$ cat config.mk
export PLATFORM = sky130hd
export DESIGN_NAME = card_clk_div
export DESIGN_NICKNAME = d
export VERILOG_FILES = /design/src/rtl/cdiv_pkg.sv /design/src/rtl/cdiv_ctrl_reg.sv /design/src/rtl/cdiv_sel_decode.sv /design/src/rtl/cdiv_phase_gen.sv /design/src/rtl/card_clk_div.sv
export SDC_FILE = /design/constraint.sdc
export NUM_CORES = 1
export LEC_CHECK = 0
export ABC_AREA = 1
export CAP_MARGIN = 10
export CORE_ASPECT_RATIO = 1.4
export CORE_MARGIN = 3
export CORE_UTILIZATION = 55
export DETAILED_ROUTE_END_ITERATION = 12
export DONT_BUFFER_PORTS = 1
export PLACE_DENSITY = 0.73
export SYNTH_ARGS = -nofsm -noshare
export SYNTH_HDL_FRONTEND = slang
export SYNTH_SLANG_ARGS = --single-unit
$ cat constraint.sdc
create_clock -name clk -period 1.8 [get_ports clk]
set_input_delay 0.09 -clock clk [delete_from_list [all_inputs] [get_ports clk]]
set_output_delay 0.09 -clock clk [all_outputs]
set_load 0.02 [all_outputs]
$ cat src/rtl/cdiv_pkg.sv
package cdiv_pkg;
  localparam int REG_W    = 32;
  localparam int SEL_W    = 4;
  localparam int SEL_LSB  = 16;
  localparam int EN_BIT   = 24;
  localparam int MAX_CODE = 8;
  localparam logic [SEL_W-1:0] BYP_CODE = '1;

  function automatic logic code_ok(input logic [SEL_W-1:0] c, input bit byp_ok);
    return (c <= SEL_W'(MAX_CODE)) || (byp_ok && (c == BYP_CODE));
  endfunction
endpackage

$ cat src/rtl/cdiv_ctrl_reg.sv
module cdiv_ctrl_reg
  import cdiv_pkg::*;
#(
  parameter int W = REG_W
) (
  input  logic         clk,
  input  logic         rst,
  input  logic         wr_en,
  input  logic [W-1:0] wr_data,
  output logic [W-1:0] word_q
);
  always_ff @(posedge clk) begin
    if (rst) word_q <= '0;
    else if (wr_en) word_q <= wr_data;
  end

  AST_WORD_HOLDS: assert property (@(posedge clk) disable iff (rst)
    !wr_en |=> $stable(word_q));
endmodule

$ cat src/rtl/cdiv_sel_decode.sv
module cdiv_sel_decode
  import cdiv_pkg::*;
#(
  parameter bit BYPASS_OK = 1'b1
) (
  input  logic [REG_W-1:0] word,
  output logic [SEL_W-1:0] sel,
  output logic             sel_legal,
  output logic             out_en
);
  always_comb begin
    sel       = word[SEL_LSB +: SEL_W];
    out_en    = word[EN_BIT];
    sel_legal = 1'b0;
    if (sel <= SEL_W'(MAX_CODE)) sel_legal = 1'b1;
    else if (BYPASS_OK && sel == BYP_CODE) sel_legal = 1'b1;
  end
endmodule

$ cat src/rtl/cdiv_phase_gen.sv
module cdiv_phase_gen
  import cdiv_pkg::*;
#(
  parameter bit BYPASS_OK = 1'b1,
  parameter int CNT_W     = MAX_CODE + 1
) (
  input  logic             clk,
  input  logic             rst,
  input  logic [SEL_W-1:0] sel,
  input  logic             sel_legal,
  input  logic             out_en,
  output logic             div_q,
  output logic             pulse_q,
  output logic             byp_run
);
  logic [SEL_W-1:0] pend_q, act_q;
  logic [CNT_W-1:0] cnt_q, half_m1;
  logic             term, act_byp, pend_byp;

  always_comb begin
    act_byp  = BYPASS_OK && (act_q == BYP_CODE);
    pend_byp = BYPASS_OK && (pend_q == BYP_CODE);
    half_m1  = (CNT_W'(1) << act_q) - CNT_W'(1);
    term     = (cnt_q == half_m1);
    byp_run  = act_byp && out_en;
  end

  always_ff @(posedge clk) begin
    if (rst) begin
      pend_q  <= '0;
      act_q   <= '0;
      cnt_q   <= '0;
      div_q   <= 1'b0;
      pulse_q <= 1'b0;
    end else begin
      if (sel_legal) pend_q <= sel;
      pulse_q <= 1'b0;
      if (act_byp) begin
        cnt_q   <= '0;
        div_q   <= 1'b0;
        pulse_q <= out_en;
        if (!pend_byp) act_q <= pend_q;
      end else if (term) begin
        cnt_q <= '0;
        if (div_q) begin
          div_q <= 1'b0;
        end else begin
          act_q <= pend_q;
          if (!pend_byp) begin
            div_q   <= out_en;
            pulse_q <= out_en;
          end
        end
      end else begin
        cnt_q <= cnt_q + CNT_W'(1);
      end
    end
  end

  always_comb begin
    if (!rst) AST_ACT_LEGAL: assert (code_ok(act_q, BYPASS_OK));
  end

  AST_OFF_STAYS_LOW: assert property (@(posedge clk) disable iff (rst)
    (!out_en && !div_q) |=> !div_q);

  AST_PULSE_ON_RISE: assert property (@(posedge clk) disable iff (rst)
    $rose(div_q) |-> pulse_q);

  AST_SWAP_IN_LOW: assert property (@(posedge clk) disable iff (rst)
    !$stable(act_q) |-> !$past(div_q));
endmodule

$ cat src/rtl/card_clk_div.sv
module card_clk_div
  import cdiv_pkg::*;
#(
  parameter bit BYPASS_OK = 1'b1
) (
  input  logic             clk,
  input  logic             rst,
  input  logic             wr_en,
  input  logic [REG_W-1:0] wr_data,
  output logic [REG_W-1:0] rd_data,
  output logic             card_clk,
  output logic             ce_pulse
);
  logic [REG_W-1:0] word_q;
  logic [SEL_W-1:0] sel;
  logic             sel_legal, out_en, div_q, byp_run;

  cdiv_ctrl_reg #(.W(REG_W)) reg_i (
    .clk(clk), .rst(rst), .wr_en(wr_en), .wr_data(wr_data), .word_q(word_q));

  cdiv_sel_decode #(.BYPASS_OK(BYPASS_OK)) dec_i (
    .word(word_q), .sel(sel), .sel_legal(sel_legal), .out_en(out_en));

  cdiv_phase_gen #(.BYPASS_OK(BYPASS_OK)) gen_i (
    .clk(clk), .rst(rst), .sel(sel), .sel_legal(sel_legal), .out_en(out_en),
    .div_q(div_q), .pulse_q(ce_pulse), .byp_run(byp_run));

  assign rd_data = word_q;

  generate
    if (BYPASS_OK) begin : g_byp
      logic gate_q;
      always_ff @(negedge clk) begin
        if (rst) gate_q <= 1'b0;
        else gate_q <= byp_run;
      end
      assign card_clk = div_q | (clk & gate_q);
    end else begin : g_nobyp
      assign card_clk = div_q;
    end
  endgenerate

  AST_RESET_LOW: assert property (@(posedge clk)
    $past(rst) |-> (!div_q && !ce_pulse && rd_data == '0));
endmodule

==> run metrics, run 1 <==
synth top area cells=dfxtp_1 (45%), nor2_1 (13%), nand2_1 (9.1%), o21ai_0 (7.8%), inv_1 (3.6%); final antenna-violating net count=0; Yosys top cell area share=45.1%; Post-synth EDFFs=0; setup violators final=17; part of the cycle the worst path needs=112%; Final nets=about 450; Die Y=82.7 µm; crit start category=flop; Syn Nets=360; dpl cell area=0.00248 mm²; Hold Vio Cnt, Final=0; leak pwr=around 1.5 nW; GR Util All Layers=30.6%; top-count cell post-synth=nor2_1; CP arrival=2.36 ns; Initial Util=57.9%; via count=2527; Synth cell types=29; drt via density=~5.6; core area=0.00399 mm²; Peak Freq=roughly 500 MHz; RSZ-0062 raised after global routing=true; mean area per synthesized cell=7.15 µm²; total grt overflow=0; Worst Tran Pin Value=0.485 ns; sequential element share of the synthesized area=45.1%; critical path class=flop to flop; CP required=2.15 ns; Max VDD drop=0.903 mV; Pwr Density=1430 mW/mm²; Routed WL=roughly 7500 µm; Slowest-stage cell, CP=dfxtp_4; number of global-route vias before repair=approximately 2500; CP Cell Sequence=nor2_4 -> nand3_2 -> ha_4 -> xor2_2 -> nand2_1 -> nor2_1 -> nand2_2 -> nor2_4 -> nand4_4 -> nand3_2 -> nand2_1 -> nor2_1; failing checks=negative setup slack; Clock Skew=0.0731 ns; clock-pin slew on the worst setup and hold paths=0.10 ns; worst hold-check path type=input port to flop; Starting DRT DRC Count=~160; minimum clock period=2.01 ns; Slew Limit Fails=0; final instance area=0.00339 mm²; first-pass GRT wire length=11300 µm; register bit total from synthesis=52; Register Area=0.00106 mm²; status=finished, violations left; Hold WS=approximately 0.095 ns; Max Cap Violations=0; antenna fix cells=0; # IOs=69; DP HPWL=3580 µm; initial antenna violation count=0; Post-synth top flop=dfxtp_1; Synthesis Warnings=0; Mapped Area=approximately 0.0023 mm²; Synth async-reset ratio=0%; layout cells sized above 1=18.8%; CP top delay family=simple AND/OR/NAND/NOR gates; pin count of the biggest net entering global routing=between 40 and 50; DRC=0; IO buf count=0; Crit path buffers/inverters=0; worst-path maximum fanout=7; row count=27; CP peak stage delay=0.38 ns; Crit. End Element=flop; Worst slew margin=67.4%; smallest setup slack after layout=-0.207 ns; clock latency on the worst-skew pair=0.48 ns; full die area=0.00502 mm²; CTS tree=yes; footprint of the multi-input gates=between 0.001 and 0.0015 mm²; cell taking the most area after synthesis=dfxtp_1; Area Growth Syn to Fin=46.8%; Syn Inst Count=323; Chip Width=60.8 µm; # fillers=199; drt first pass iters=4; synth cell count leaders=nor2_1 (80), nand2_1 (56), dfxtp_1 (52), o21ai_0 (36), inv_1 (22); wire per inst=16.7 µm; gpl congestion=0.887
==> metrics by stage <==
| step | power [mW] | setup slack (ns) | instances | TNS (ns) | utilization (%) |
|---|---|---|---|---|---|
| finish | 4.85 | -0.207 | 452 | -2.01 | 85.0 |
| global route | 5.12 | -0.279 | 452 | -2.90 | 85.0 |
| CTS | 4.57 | -0.166 | 450 | -1.63 | 83.4 |
| detailed placement | 3.38 | -0.199 | 371 | -2.26 | 62.2 |
| global placement | 3.34 | -0.173 | 371 | -2.07 | 62.2 |
| floorplan | 2.97 | -0.0452 | 323 | -0.163 | - |
==> final cells by class <==
type / instances / area share [%]
sequential: 52 / 31.2
multi-input combinational: 234 / 36.5
inverter: 25 / 2.84
tap: 43 / 1.59
clock buffer: 9 / 3.36
clock inverter: 3 / 0.628
timing repair buffer: 86 / 23.9
==> sequential cells by signal (all words and copies together) (netlist names) <==
signal	flops
gen_i.act_q	4
reg_i.word_q	32
g_byp.gate_q	1
gen_i.pulse_q	1
gen_i.cnt_q	9
gen_i.pend_q	4
gen_i.div_q	1
==> worst reg2reg max path, cell delays in order, from the launching register on <==
cell     delay, ns
dfxtp_4       0.38
nor2_4        0.15
nand3_2       0.10
ha_4          0.28
xor2_2        0.16
nand2_1       0.07
nor2_1        0.11
nand2_2       0.08
nor2_4        0.13
nand4_4       0.19
nand3_2       0.13
nand2_1       0.06
nor2_1        0.09
==> placed cells by master, fill, tap and decap left out, types with 8 or more instances in the layout <==
cell / instances
clkbuf_8: 8
nor2_1: 79
nand3_1: 12
inv_1: 21
o21ai_0: 36
buf_4: 21
dfxtp_1: 47
dlygate4sd3_1: 63
a21oi_1: 9
nand2_1: 51
==> cells by family after synthesis <==
logic type | share of synthesized area [%]
AND/OR/NAND/NOR | 33.7
AO/OA/AOI/OAI | 11.7
flip-flops | 45.1
buffers and inverters | 6.23
XOR/XNOR | 2.28
adder cells (fa/ha/maj) | 1.08
==> metal layers <==
metal / vias to the layer above / global-route usage, % / share of wire, %
met1: 1206 / 31.5 / 36
li1: 1192 / - / -
met5: - / 0 / 0
met4: 0 / 18.0 / 3.9
met2: 103 / 53.3 / 54
met3: 26 / 9.02 / 5.7
==> where the power goes <==
part	leakage (nW)	switching (mW)	total, mW	internal (mW)
Sequential	0.432	0.198	1.49	1.29
Combinational	1.03	1.39	2.46	1.07
Clock	0.0813	0.464	0.896	0.432
==> final timing paths <==
check	from	end	slack [ns]	cells after the start
hold / removal	wr_en	reg_i.word_q[24]$_SDFFE_PP0P_	0.1	2
setup / recovery	gen_i.act_q[3]$_SDFFE_PP0P_	gen_i.act_q[1]$_SDFFE_PP0P_	-0.21	12
setup reg to reg	gen_i.act_q[3]$_SDFFE_PP0P_	gen_i.act_q[1]$_SDFFE_PP0P_	-0.21	12
hold reg to reg	gen_i.cnt_q[3]$_SDFF_PP0_	gen_i.cnt_q[3]$_SDFF_PP0_	0.48	2
==> what timing repair did <==
item	in CTS	in global routing
endpoints found under the hold margin	43	0
buffers inserted	5	2
pin swaps	7	11
gates resized for setup	12	12
setup endpoints to repair	18	18
hold buffers	63	0
(Power assumes the default switching activity.)
==> run 2, diff against run 1 <==
--- a/config.mk
+++ b/config.mk
@@ -7,12 +7,13 @@
 export LEC_CHECK = 0
 export ABC_AREA = 1
 export CAP_MARGIN = 10
-export CORE_ASPECT_RATIO = 1.4
+export CORE_ASPECT_RATIO = 0.9
 export CORE_MARGIN = 3
 export CORE_UTILIZATION = 55
 export DETAILED_ROUTE_END_ITERATION = 12
 export DONT_BUFFER_PORTS = 1
 export PLACE_DENSITY = 0.73
+export SETUP_SLACK_MARGIN = 0.2
 export SYNTH_ARGS = -nofsm -noshare
 export SYNTH_HDL_FRONTEND = slang
 export SYNTH_SLANG_ARGS = --single-unit
==> run 2 against run 1 <==
  * The run still ends with negative setup slack left
  * Clock skew decreased by 0.016 ns
  * Worst setup slack worse by 0.39 ns
  * Sequential share of layout area is 1.1 points lower
  * Wire length is 42% higher
  * Sequential power about the same
  * First-iteration DRC count rose to 4.0 times the previous value
  * Critical endpoint is now gen_i.act_q[3]$_SDFFE_PP0P_
  * Cell count rose by 2.7%
  * Total power up 24%
  * Global-route usage rose by 6.5 points
==> run metrics, run 2 (synthesis results as in run 1) <==
IO buf count=0; smallest setup slack after layout=-0.595 ns; GR Util All Layers=37.1%; Slowest-stage cell, CP=dfxtp_4; max FFs per register=32; Regs by FF count=reg_i.word_q x32, gen_i.cnt_q x9; Hold WS=0.0828 ns; Max VDD drop=1.16 mV; layout cells sized above 1=23.2%; status=finished, violations left; drt via density=6.55; Final Util=91.4%; worst-path maximum fanout=7; RSZ-0062 raised after global routing=true; core area=0.00386 mm²; critical path class=flop to flop; DP HPWL=3710 µm; CP peak stage delay=0.38 ns; part of the cycle the worst path needs=133%; Hold Vio Cnt, Final=0; total grt overflow=0; initial antenna violation count=0; leak pwr=~1.6 nW; setup violators final=18; CP arrival=about 2.8 ns; Final nets=~450; Peak Freq=418 MHz; # IOs=69; number of global-route vias before repair=2797; Pwr Total=6.00 mW; Starting DRT DRC Count=646; Worst slew margin=55.5%; via count=3041; drt first pass iters=11; Register Area=0.00106 mm²; Pwr Density=about 1700 mW/mm²; Die Y=between 60 and 70 µm; Top reg by flops=reg_i.word_q; row count=21; # fillers=159; leading cell type in the layout, fill and taps excluded=nor2_1; CP required=~2.2 ns; worst hold-check path type=input port to flop; CP top delay family=simple AND/OR/NAND/NOR gates; pin count of the biggest net entering global routing=41; DRC=0; Clock Skew=0.0575 ns; clock-pin slew on the worst setup and hold paths=approximately 0.10 ns; Area Growth Syn to Fin=52.9%; clock latency on the worst-skew pair=around 0.50 ns; CTS tree=yes; footprint of the multi-input gates=0.00127 mm²; pre-CTS setup slack=-0.229 ns; Crit path buffers/inverters=1; failing checks=negative setup slack; Initial Util=59.8%; minimum clock period=2.40 ns; Crit. End Element=flop; final antenna-violating net count=0; Slew Limit Fails=0; gpl congestion=0.947; Worst Tran Pin Value=approximately 0.66 ns; Chip Width=74.3 µm; antenna fix cells=0; first-pass GRT wire length=13600 µm; crit start category=flop; most frequent cells in the layout=nor2_1 (77), dlygate4sd3_1 (63), nand2_1 (46), dfxtp_1 (44), o21ai_0 (36); full die area=0.00501 mm²; Routed WL=between 10000 and 15000 µm; CP Cell Sequence=nor2_4 -> nand3_2 -> ha_4 -> buf_4 -> nand3_1 -> nand3_1 -> nand2_1 -> nand2_2 -> nor2_4 -> nand4_4 -> nand3_2 -> nand2_1 -> nor2_1; wire per inst=between 20 and 25 µm; Max Cap Violations=0
==> run 2: area by class of cell <==
class | instances | share of cell area [%]
sequential | 52 | 30.1
tap | 46 | 1.63
clock inverter | 4 | 1.38
clock buffer | 8 | 3.12
inverter | 25 | 2.80
timing repair buffer | 94 | 25.0
multi-input combinational | 235 | 36.0
==> run 2: stage by stage <==
stage	cell area, µm²	TNS, ns	instances
detailed placement	2480	-2.71	374
global placement	2480	-1.07	374
finish	3530	-5.46	464
global route	3530	-6.70	464
floorplan	2350	-0.163	323
CTS	3400	-1.43	458
==> run 2: worst paths after layout <==
check | cells past startpoint | startpoint | endpoint | slack (ns)
setup / recovery | 13 | gen_i.act_q[2]$_SDFFE_PP0P_ | gen_i.act_q[3]$_SDFFE_PP0P_ | -0.60
setup reg to reg | 13 | gen_i.act_q[2]$_SDFFE_PP0P_ | gen_i.act_q[3]$_SDFFE_PP0P_ | -0.60
hold reg to reg | 2 | gen_i.cnt_q[3]$_SDFF_PP0_ | gen_i.cnt_q[3]$_SDFF_PP0_ | 0.52
hold / removal | 4 | rst | gen_i.pend_q[3]$_SDFFE_PP0P_ | 0.08
==> run 2: tightest hold or removal path, stage by stage <==
cell and delay (ns):
inv_1 0.02, buf_4 0.24, nand2_1 0.10, a21oi_1 0.04
==> run 2: power breakdown <==
group / total (mW) / leakage, nW / internal, mW / switching [mW]
combinational: 3.40 / 1.08 / 1.35 / 2.05
clock: 1.09 / 0.0950 / 0.571 / 0.521
sequential: 1.51 / 0.433 / 1.29 / 0.215
total: 6.00 / 1.60 / 3.21 / 2.79
==> run 2: timing repair <==
| item | in CTS | in global routing |
|---|---|---|
| gates resized for setup | 16 | 24 |
| setup buffers | 10 | 5 |
| pin swaps | 12 | 11 |
| cloned | 0 | 1 |
| setup endpoints to repair | 18 | 19 |
| hold buffers | 63 | 0 |
| hold endpoints to repair | 43 | 0 |
==> run 2: metal layers <==
metal  up-vias  track usage, %  wire, µm
met5         -               0         0
met4         0            21.6      1050
met3       134            11.5      1350
met2       309            63.9      4850
met1      1377            40.0      3450
li1       1221               -         -
